$ cat src/rtl/gpa_pkg.sv
`timescale 1ns/1ps
package gpa_pkg;

   // Operation codes issued together with the start pulse.
   typedef enum logic [3:0] {
      OP_NOP   = 4'd0,
      OP_MV_AB = 4'd1,   // B <- A
      OP_MV_BA = 4'd2,   // A <- B
      OP_LD_A  = 4'd3,
      OP_LD_B  = 4'd4,
      OP_OUT_A = 4'd5,
      OP_OUT_B = 4'd6,
      OP_ADD   = 4'd7,
      OP_SUB   = 4'd8,
      OP_NOT   = 4'd9,
      OP_AND   = 4'd10,
      OP_OR    = 4'd11,
      OP_SHL_A = 4'd12,
      OP_SHR_A = 4'd13,
      OP_SHL_B = 4'd14,
      OP_SHR_B = 4'd15
   } gpa_op_e;

   typedef enum logic [2:0] {
      FN_ADD = 3'd0,
      FN_SUB = 3'd1,
      FN_NOT = 3'd2,
      FN_AND = 3'd3,
      FN_OR  = 3'd4,
      FN_SHL = 3'd5,
      FN_SHR = 3'd6
   } gpa_fn_e;

   // Source selection for a register write.
   typedef enum logic [1:0] {
      SRC_BUS  = 2'd0,
      SRC_PEER = 2'd1,
      SRC_ALU  = 2'd2
   } gpa_src_e;

   typedef struct packed {
      logic     a_we;
      logic     b_we;
      gpa_src_e a_src;
      gpa_src_e b_src;
      logic     out_en;
      logic     out_b;
      logic     carry_we;
      logic     opnd_b;   // ALU first operand is B (shifts of B)
      gpa_fn_e  fn;
   } gpa_ctl_t;

endpackage

$ cat src/rtl/gpa_decode.sv
`timescale 1ns/1ps
module gpa_decode
   import gpa_pkg::*;
(
   input  logic       start,
   input  logic [3:0] opcode,
   output gpa_ctl_t   ctl
);

   gpa_op_e op;
   assign op = gpa_op_e'(opcode);

   always_comb begin
      ctl = '0;
      ctl.a_src = SRC_ALU;
      ctl.b_src = SRC_ALU;
      ctl.fn    = FN_ADD;
      if (start) begin
         unique case (op)
            OP_NOP:   ;
            OP_MV_AB: begin ctl.b_we = 1'b1; ctl.b_src = SRC_PEER; end
            OP_MV_BA: begin ctl.a_we = 1'b1; ctl.a_src = SRC_PEER; end
            OP_LD_A:  begin ctl.a_we = 1'b1; ctl.a_src = SRC_BUS;  end
            OP_LD_B:  begin ctl.b_we = 1'b1; ctl.b_src = SRC_BUS;  end
            OP_OUT_A: ctl.out_en = 1'b1;
            OP_OUT_B: begin ctl.out_en = 1'b1; ctl.out_b = 1'b1; end
            OP_ADD:   begin ctl.a_we = 1'b1; ctl.carry_we = 1'b1; ctl.fn = FN_ADD; end
            OP_SUB:   begin ctl.a_we = 1'b1; ctl.carry_we = 1'b1; ctl.fn = FN_SUB; end
            OP_NOT:   begin ctl.a_we = 1'b1; ctl.fn = FN_NOT; end
            OP_AND:   begin ctl.a_we = 1'b1; ctl.fn = FN_AND; end
            OP_OR:    begin ctl.a_we = 1'b1; ctl.fn = FN_OR;  end
            OP_SHL_A: begin ctl.a_we = 1'b1; ctl.fn = FN_SHL; end
            OP_SHR_A: begin ctl.a_we = 1'b1; ctl.fn = FN_SHR; end
            OP_SHL_B: begin ctl.b_we = 1'b1; ctl.opnd_b = 1'b1; ctl.fn = FN_SHL; end
            OP_SHR_B: begin ctl.b_we = 1'b1; ctl.opnd_b = 1'b1; ctl.fn = FN_SHR; end
            default:  ;
         endcase
      end
   end

endmodule

$ cat src/rtl/gpa_alu.sv
`timescale 1ns/1ps
module gpa_alu
   import gpa_pkg::*;
#(
   parameter int DATA_W     = 16,
   parameter int ADDER_MODE = 1    // 1: one shared adder, 0: separate add and subtract
) (
   input  logic [DATA_W-1:0] x,
   input  logic [DATA_W-1:0] y,
   input  gpa_fn_e           fn,
   output logic [DATA_W-1:0] res,
   output logic              carry
);

   localparam int MSB = DATA_W - 1;

   logic [DATA_W:0] sum_ext;

   if (ADDER_MODE == 1) begin : g_shared_adder
      logic            is_sub;
      logic [MSB:0]    y_eff;
      logic [DATA_W:0] cin_ext;
      assign is_sub  = (fn == FN_SUB);
      assign y_eff   = is_sub ? ~y : y;
      assign cin_ext = {{DATA_W{1'b0}}, is_sub};
      assign sum_ext = {1'b0, x} + {1'b0, y_eff} + cin_ext;
   end else begin : g_split_adder
      logic [DATA_W:0] add_ext;
      logic [DATA_W:0] sub_ext;
      assign add_ext = {1'b0, x} + {1'b0, y};
      assign sub_ext = {1'b0, x} + {1'b0, ~y} + {{DATA_W{1'b0}}, 1'b1};
      assign sum_ext = (fn == FN_SUB) ? sub_ext : add_ext;
   end

   always_comb begin
      unique case (fn)
         FN_ADD,
         FN_SUB:  res = sum_ext[MSB:0];
         FN_NOT:  res = ~x;
         FN_AND:  res = x & y;
         FN_OR:   res = x | y;
         FN_SHL:  res = {x[MSB-1:0], 1'b0};
         FN_SHR:  res = {x[MSB], x[MSB:1]};
         default: res = x;
      endcase
   end

   assign carry = sum_ext[DATA_W];

endmodule

$ cat src/rtl/gpa_flags.sv
`timescale 1ns/1ps
module gpa_flags #(
   parameter int DATA_W = 16
) (
   input  logic [DATA_W-1:0] a_val,
   input  logic              carry_q,
   output logic              f_zero,
   output logic              f_neg,
   output logic              f_norm,
   output logic              f_carry
);

   localparam int MSB = DATA_W - 1;

   assign f_zero  = (a_val == '0);
   assign f_neg   = a_val[MSB];
   assign f_norm  = a_val[MSB] ^ a_val[MSB-1];
   assign f_carry = carry_q;

endmodule

$ cat src/rtl/gpa_unit.sv
`timescale 1ns/1ps
module gpa_unit
   import gpa_pkg::*;
#(
   parameter int DATA_W     = 16,
   parameter int ADDER_MODE = 1
) (
   input  logic              clk,
   input  logic              rst_n,
   input  logic              start,
   input  logic [3:0]        opcode,
   input  logic [DATA_W-1:0] bus_in,
   output logic              done,
   output logic [DATA_W-1:0] bus_out,
   output logic              bus_out_vld,
   output logic              flag_zero,
   output logic              flag_neg,
   output logic              flag_norm,
   output logic              flag_carry
);

   localparam int MSB = DATA_W - 1;

   if (DATA_W < 4) begin : g_bad_width
      $error("gpa_unit: DATA_W must be at least 4");
   end
   if (ADDER_MODE != 0 && ADDER_MODE != 1) begin : g_bad_adder
      $error("gpa_unit: ADDER_MODE must be 0 or 1");
   end

   logic [MSB:0] a_q, b_q, out_q;
   logic         c_q, done_q, vld_q;

   gpa_ctl_t     ctl;
   logic [MSB:0] alu_x, alu_res, a_nxt, b_nxt;
   logic         alu_c;

   gpa_decode u_dec (
      .start  (start),
      .opcode (opcode),
      .ctl    (ctl)
   );

   assign alu_x = ctl.opnd_b ? b_q : a_q;

   gpa_alu #(.DATA_W(DATA_W), .ADDER_MODE(ADDER_MODE)) u_alu (
      .x     (alu_x),
      .y     (b_q),
      .fn    (ctl.fn),
      .res   (alu_res),
      .carry (alu_c)
   );

   always_comb begin
      unique case (ctl.a_src)
         SRC_BUS:  a_nxt = bus_in;
         SRC_PEER: a_nxt = b_q;
         default:  a_nxt = alu_res;
      endcase
      unique case (ctl.b_src)
         SRC_BUS:  b_nxt = bus_in;
         SRC_PEER: b_nxt = a_q;
         default:  b_nxt = alu_res;
      endcase
   end

   always_ff @(posedge clk or negedge rst_n) begin
      if (!rst_n) begin
         a_q    <= '0;
         b_q    <= '0;
         c_q    <= 1'b0;
         done_q <= 1'b0;
         vld_q  <= 1'b0;
         out_q  <= '0;
      end else begin
         done_q <= start;
         vld_q  <= ctl.out_en;
         out_q  <= ctl.out_en ? (ctl.out_b ? b_q : a_q) : '0;
         if (ctl.a_we)     a_q <= a_nxt;
         if (ctl.b_we)     b_q <= b_nxt;
         if (ctl.carry_we) c_q <= alu_c;
      end
   end

   gpa_flags #(.DATA_W(DATA_W)) u_flags (
      .a_val   (a_q),
      .carry_q (c_q),
      .f_zero  (flag_zero),
      .f_neg   (flag_neg),
      .f_norm  (flag_norm),
      .f_carry (flag_carry)
   );

   assign done        = done_q;
   assign bus_out     = out_q;
   assign bus_out_vld = vld_q;

endmodule

$ cat config.mk
export PLATFORM = sky130hd
export DESIGN_NAME = gpa_unit
export DESIGN_NICKNAME = d
export VERILOG_FILES = /design/src/rtl/gpa_pkg.sv /design/src/rtl/gpa_decode.sv /design/src/rtl/gpa_alu.sv /design/src/rtl/gpa_flags.sv /design/src/rtl/gpa_unit.sv
export SDC_FILE = /design/constraint.sdc
export NUM_CORES = 1
export LEC_CHECK = 0
export BUFFER_PORTS_ARGS = -buffer_cell sky130_fd_sc_hd__buf_4
export CORE_AREA = 2 2 95 97
export DETAILED_ROUTE_END_ITERATION = 8
export DIE_AREA = 0 0 97 99
export HOLD_SLACK_MARGIN = 0.1
export PLACE_DENSITY = 0.81
export REMOVE_ABC_BUFFERS = 1
export SYNTH_ARGS = -nofsm -noshare
export SYNTH_HDL_FRONTEND = slang
export SYNTH_HIERARCHICAL = 1
export SYNTH_SLANG_ARGS = --single-unit
$ cat constraint.sdc
create_clock -name clk -period 3.6 [get_ports clk]
set_clock_uncertainty 0.05 [all_clocks]
set_input_delay 0.36 -clock clk [delete_from_list [all_inputs] [get_ports clk]]
set_output_delay 0.36 -clock clk [all_outputs]
set_load 0.01 [all_outputs]
# Yosys cells after proc, flatten, opt, wreduce, memory -nomap -nowiden
# Index checks and enable logic that the tools add are counted.
dict set report totals {
  wordCells 65
  input_bits 23
  register_bits 51
  out_inout_bits 22
}
dict set report op_classes {
  bitwise_logic 5
  n_reduce_logical 12
  n_addsub 2
  n_eq_ne 23
  n_mux 17
}
# cell count
set ops {}
lappend ops {{$pmux 16 s6} 1}
lappend ops {{$mux 16} 4}
lappend ops {{$pmux 16 s2} 2}
lappend ops {{$eq 4x4->1 const B} 8}
lappend ops {{$not 16->16} 2}
lappend ops {{$pmux 3 s6} 1}
lappend ops {{$add 16x16->17} 1}
lappend ops {{$add 17x1->17} 1}
lappend ops {{$and 16x16->16} 1}
lappend ops {{$eq 4x3->1 const B} 4}
lappend ops {{$logic_not 16->1} 1}
lappend ops {{$or 16x16->16} 1}
lappend ops {{$mux 13} 1}
lappend ops {{$reduce_or 2->1} 6}
lappend ops {{$eq 3x3->1 const B} 3}
lappend ops {{$reduce_or 9->1} 1}
lappend ops {{$eq 4x2->1 const B} 2}
lappend ops {{$pmux 2 s2} 2}
lappend ops {{$eq 3x2->1 const B} 2}
lappend ops {{$mux 1} 6}
lappend ops {{$eq 2x1->1 const B} 2}
lappend ops {{$eq 4x1->1 const B} 1}
lappend ops {{$logic_not 2->1} 2}
lappend ops {{$reduce_or 4->1} 1}
lappend ops {{other kinds (3)} 3}

# Longest topological paths before layout
dict set report logic_depth {
  depth_word 10
  ltp_mapped 17
  ltp_nobuf 15
}

# Cells and area by module
# Netlist, hierarchy kept.
# module n_inst area_per_inst_um2 seq_area_each_um2 cells_per_inst
set by_module_without_submodules {}
lappend by_module_without_submodules {gpa_unit 1 2957.8 1276.2 253}
lappend by_module_without_submodules {gpa_alu 1 1996.9 0.0 312}
lappend by_module_without_submodules {gpa_decode 1 187.7 0.0 29}
lappend by_module_without_submodules {gpa_flags 1 70.1 0.0 10}

# Worst setup path before layout
# No wires, ideal clock.
dict set report synth_path {
  path_kind {input -> register}
  start {input opcode[1]}
  end {register b_q[14]}
  path_buffers 2
  required_time_ps 3470
  setup_time_ps 80
  arrival_time_ps 3492
  stages 17
  path_slack_ps -23
  path_cell_list {buf_2 nor2b_1 xnor2_1 nor2_1 or3b_1 buf_4 xnor2_1 inv_1 fa_1 and2b_1 o2111a_1 o21ai_1 o31ai_2 xnor2_1 a221oi_1 nand3_1 o211ai_2}
}
# item line
set synth_lines {}
lappend synth_lines {{from (decl)} gpa_unit.sv:11} ;# input logic [3:0] opcode,
lappend synth_lines {{to (signal assigned)} gpa_unit.sv:80} ;# if (ctl.b_we) b_q <= b_nxt;
lappend synth_lines {{to (decl)} gpa_unit.sv:31} ;# logic [MSB:0] a_q, b_q, out_q;

==> metrics.yaml <==
outcome: "finished clean"
timing.final.hold_violations: 0
yosys-top-cells-count: "sky130_fd_sc_hd__mux2i_1 (54), sky130_fd_sc_hd__dfrtp_1 (51), sky130_fd_sc_hd__o21ai_0 (49), sky130_fd_sc_hd__nand3_1 (42), sky130_fd_sc_hd__nand2b_1 (40)"
firstDrtPassIters: 5
syn_to_final_growth_pct: 15.34
post_synth_inst_count: 604
final_layout_size_suffix_gt1_frac: 0.2631
cts_inserted_buffers: 5
synth_top_flop_cell: "sky130_fd_sc_hd__dfrtp_1"
row_count: 34
detail_route.iter0.violations: 595
final.min_clock_period_ps: 3395
maxCapViolations: 0
min_path_cells: 2
place_ws_ps: -266.5
ff2ff_path_depth: 11
insertion_delay_ps: 310
setup_total_negative_slack_ps: 0
number_of_setup_violations_in_the_final_report: 0
dieArea_mm2: 0.009603
antenna_cells_inserted: 0
grt_remaining_overflow: 0
max_stage_delay_ps: 390
tritoncts: "done"
post_synth_xor_area_fraction: 0.04873
synth-adder-area-share: 0.05425
netlist.top_cell.by_area: "sky130_fd_sc_hd__dfrtp_1"
cts.path.max_buffers: 2
worst_pin_slew_ps: 968.1
post_synth_edffs: 0
vias: 5276
seq_area_frac_synth: 0.2448
cellPowerDensity_mw_per_mm2: 765.8
synth.distinct_cells: 64
relSlewSlack: 0.3526
synth.avg_cell_area_um2: 8.630
power.ir.vdd_worst_mv: 0.3631
routability_congestion_estimate_from_global_placement: 0.9413
hold_class: "in -> reg"
die_width_um: 97
top_level_ports: 45
yosys-mux-area-fraction: 0.1404
initial_antenna_violation_count: 0
grt_pass1_wl_mm: 24.84
floorplan.initialDensity: 0.6096
slew_violations: 0
nFillCells: 632
start_kind: "input pin"
cp-end-kind: "register"
port_buffers: 44
viasPerCell: 6.790
unrepaired_setup_endpoints_after_global_routing: "false"
h_tree_lvl_count: 2
library_cell_contributing_the_largest_single_delay_on_the_critical_path: "sky130_fd_sc_hd__mux2_2"
synth_async_sr_flop_share: 1.000
nNetsFinal: 713
synth_top_family_by_area: "compound AO/OA/AOI/OAI gates"
placeableCoreArea_mm2: 0.008551
synth-compound-area-share: 0.2372
worst_setup_hold_path_clk_slew_ps: 100
biggest_area_contributors_in_the_synthesized_netlist: "sky130_fd_sc_hd__dfrtp_1 (24%), sky130_fd_sc_hd__mux2i_1 (10%), sky130_fd_sc_hd__ha_1 (5.0%)"
clock-root-buffer: "sky130_fd_sc_hd__clkbuf_8"
vias_in_the_first_global_route: 4938
die_y_um: 99
post-synth-top-count-cell: "sky130_fd_sc_hd__mux2i_1"
finalCritPeriodShare: 0.9430
cp_cell_sequence: "buf_4 > buf_4 > buf_4 > nand2_1 > nor2_1 > buf_4 > mux2_2 > ha_1 > a21oi_1 > o21ai_0 > nor3b_1 > o21ai_1 > xnor2_1 > a31oi_1 > nand3_1 > o211ai_2"
finalWorstSetupSlack_ps: 205.1
synthDominantCellAreaShare: 0.2448
netlist_area_mm2: 0.005212
post_drt_wl_per_cell_um: 20.11
max_fclk_ghz: 0.2946
criticalPathCategory: "in -> reg"
grt.total_usage: 0.3154
synth_warnings: 6
worstPathMaxFanout: 13
hpwl_mm: 11.29
cp.required_ps: 3790
flop_and_latch_count_out_of_synthesis: 51
detail_route.drc_violations: 0
synth-simple-area-share: 0.2067
cts.sinks: 51
wirelength_mm: 15.62
endpoint_arrival_time_on_the_critical_path_ps: 3580
cellLeakagePower_uw: 0.002480
grt_start_max_net_pins: 54
postRouteAntennaNets: 0
cpMostUsedCell: "sky130_fd_sc_hd__buf_4"
cts.repair_timing.setup_buffer_count: 0
[metrics by stage]
stage / total power (uW) / util / std cells / hold slack [ps] / cell area [um2]
after floorplan: 2949 / - / 556 / 14.41 / 4900
after global placement: 3914 / 0.6844 / 768 / 370.5 / 5852
after detailed placement: 4063 / 0.6844 / 768 / 375.1 / 5852
after CTS: 4495 / 0.6990 / 777 / 227.8 / 5977
after global routing: 4916 / 0.7031 / 777 / 226.2 / 6012
final: 4604 / 0.7031 / 777 / 230.0 / 6012
[flip-flops by register name, indices dropped and copies added (netlist names)]
register / count
a_q: 16
b_q: 16
bus_out: 16
bus_out_vld: 1
c_q: 1
done: 1
[final timing paths]
kind	start	endpoint	slack (ps)
max	opcode[1]	b_q[13]$_DFFE_PN0P_	210
min	start	done$_DFF_PN0_	230
max reg2reg	b_q[0]$_DFFE_PN0P_	a_q[14]$_DFFE_PN0P_	440
min reg2reg	c_q$_DFFE_PN0P_	c_q$_DFFE_PN0P_	500
max in group asynchronous	rst_n	bus_out_vld$_DFF_PN0_	2480
min in group asynchronous	rst_n	c_q$_DFFE_PN0P_	580
[cells in the final DEF, fill, tap and decap left out, types with 5 or more instances in the layout]
cell                       synthesis  routed
sky130_fd_sc_hd__a21o_1            5       5
sky130_fd_sc_hd__a21oi_1          29      28
sky130_fd_sc_hd__a31oi_1          11      10
sky130_fd_sc_hd__buf_4             9     104
sky130_fd_sc_hd__clkbuf_8          0       5
sky130_fd_sc_hd__dfrtp_1          51      51
sky130_fd_sc_hd__ha_1             21      21
sky130_fd_sc_hd__inv_1            11      11
sky130_fd_sc_hd__mux2_2           17      17
sky130_fd_sc_hd__mux2i_1          54      54
sky130_fd_sc_hd__nand2_1          31      31
sky130_fd_sc_hd__nand2b_1         40      40
sky130_fd_sc_hd__nand3_1          42      42
sky130_fd_sc_hd__nor2_1           28      25
sky130_fd_sc_hd__nor2b_1          18      17
sky130_fd_sc_hd__nor3_1            9       8
sky130_fd_sc_hd__o211ai_1         18      18
sky130_fd_sc_hd__o211ai_2         21      21
sky130_fd_sc_hd__o21ai_0          49      48
sky130_fd_sc_hd__o221ai_1          5       5
sky130_fd_sc_hd__xnor2_1          24      22
sky130_fd_sc_hd__xor2_1            5       5
[what timing repair did]
item,CTS,global route
resized for setup,0,8
hold buffers,1,0
endpoints found under the setup margin,0,6
endpoints found under the hold margin,51,0
[kinds of logic after synthesis]
group           Yosys count
fa+ha+maj                22
xor+xnor                 29
flops                    51
compound gates          173
mux                      71
simple gates            199
buf+inv                  59
[critical path, delay by kind of cell]
family,cells,cell delay [ps]
adders and majority gates,1,370
and+or+nand+nor,4,770
muxes,1,390
buffers and inverters,4,560
AOI/OAI and AO/OA,5,950
xor gates and xnor gates,1,170
[per-layer routing]
| layer | up-vias | wire length, um | track usage | part of all wire |
|---|---|---|---|---|
| met5 | - | 0 | 0 | 0 |
| met4 | 0 | 343 | 0.1029 | 0.022 |
| met3 | 34 | 1378 | 0.02908 | 0.088 |
| met2 | 346 | 7417 | 0.5294 | 0.47 |
| met1 | 2560 | 6483 | 0.4318 | 0.41 |
| li1 | 2336 | - | - | - |
[power by group]
part	internal (uW)	switching [uW]
combinational	1440	1660
sequential	750	335
clock	210	208
total	2400	2210
[final cells by class]
type                            count  area [um2]  share of cell area
Multi-Input combinational cell    494        3654              0.6077
Sequential cell                    51        1276              0.2123
Timing Repair Buffer              105       790.8              0.1315
Tap cell                          108       135.1             0.02248
Clock buffer                        5       68.82             0.01145
Clock inverter                      3       46.29            0.007700
Inverter                           11       41.29            0.006868
No activity file was read; power rests on OpenSTA's default activity.
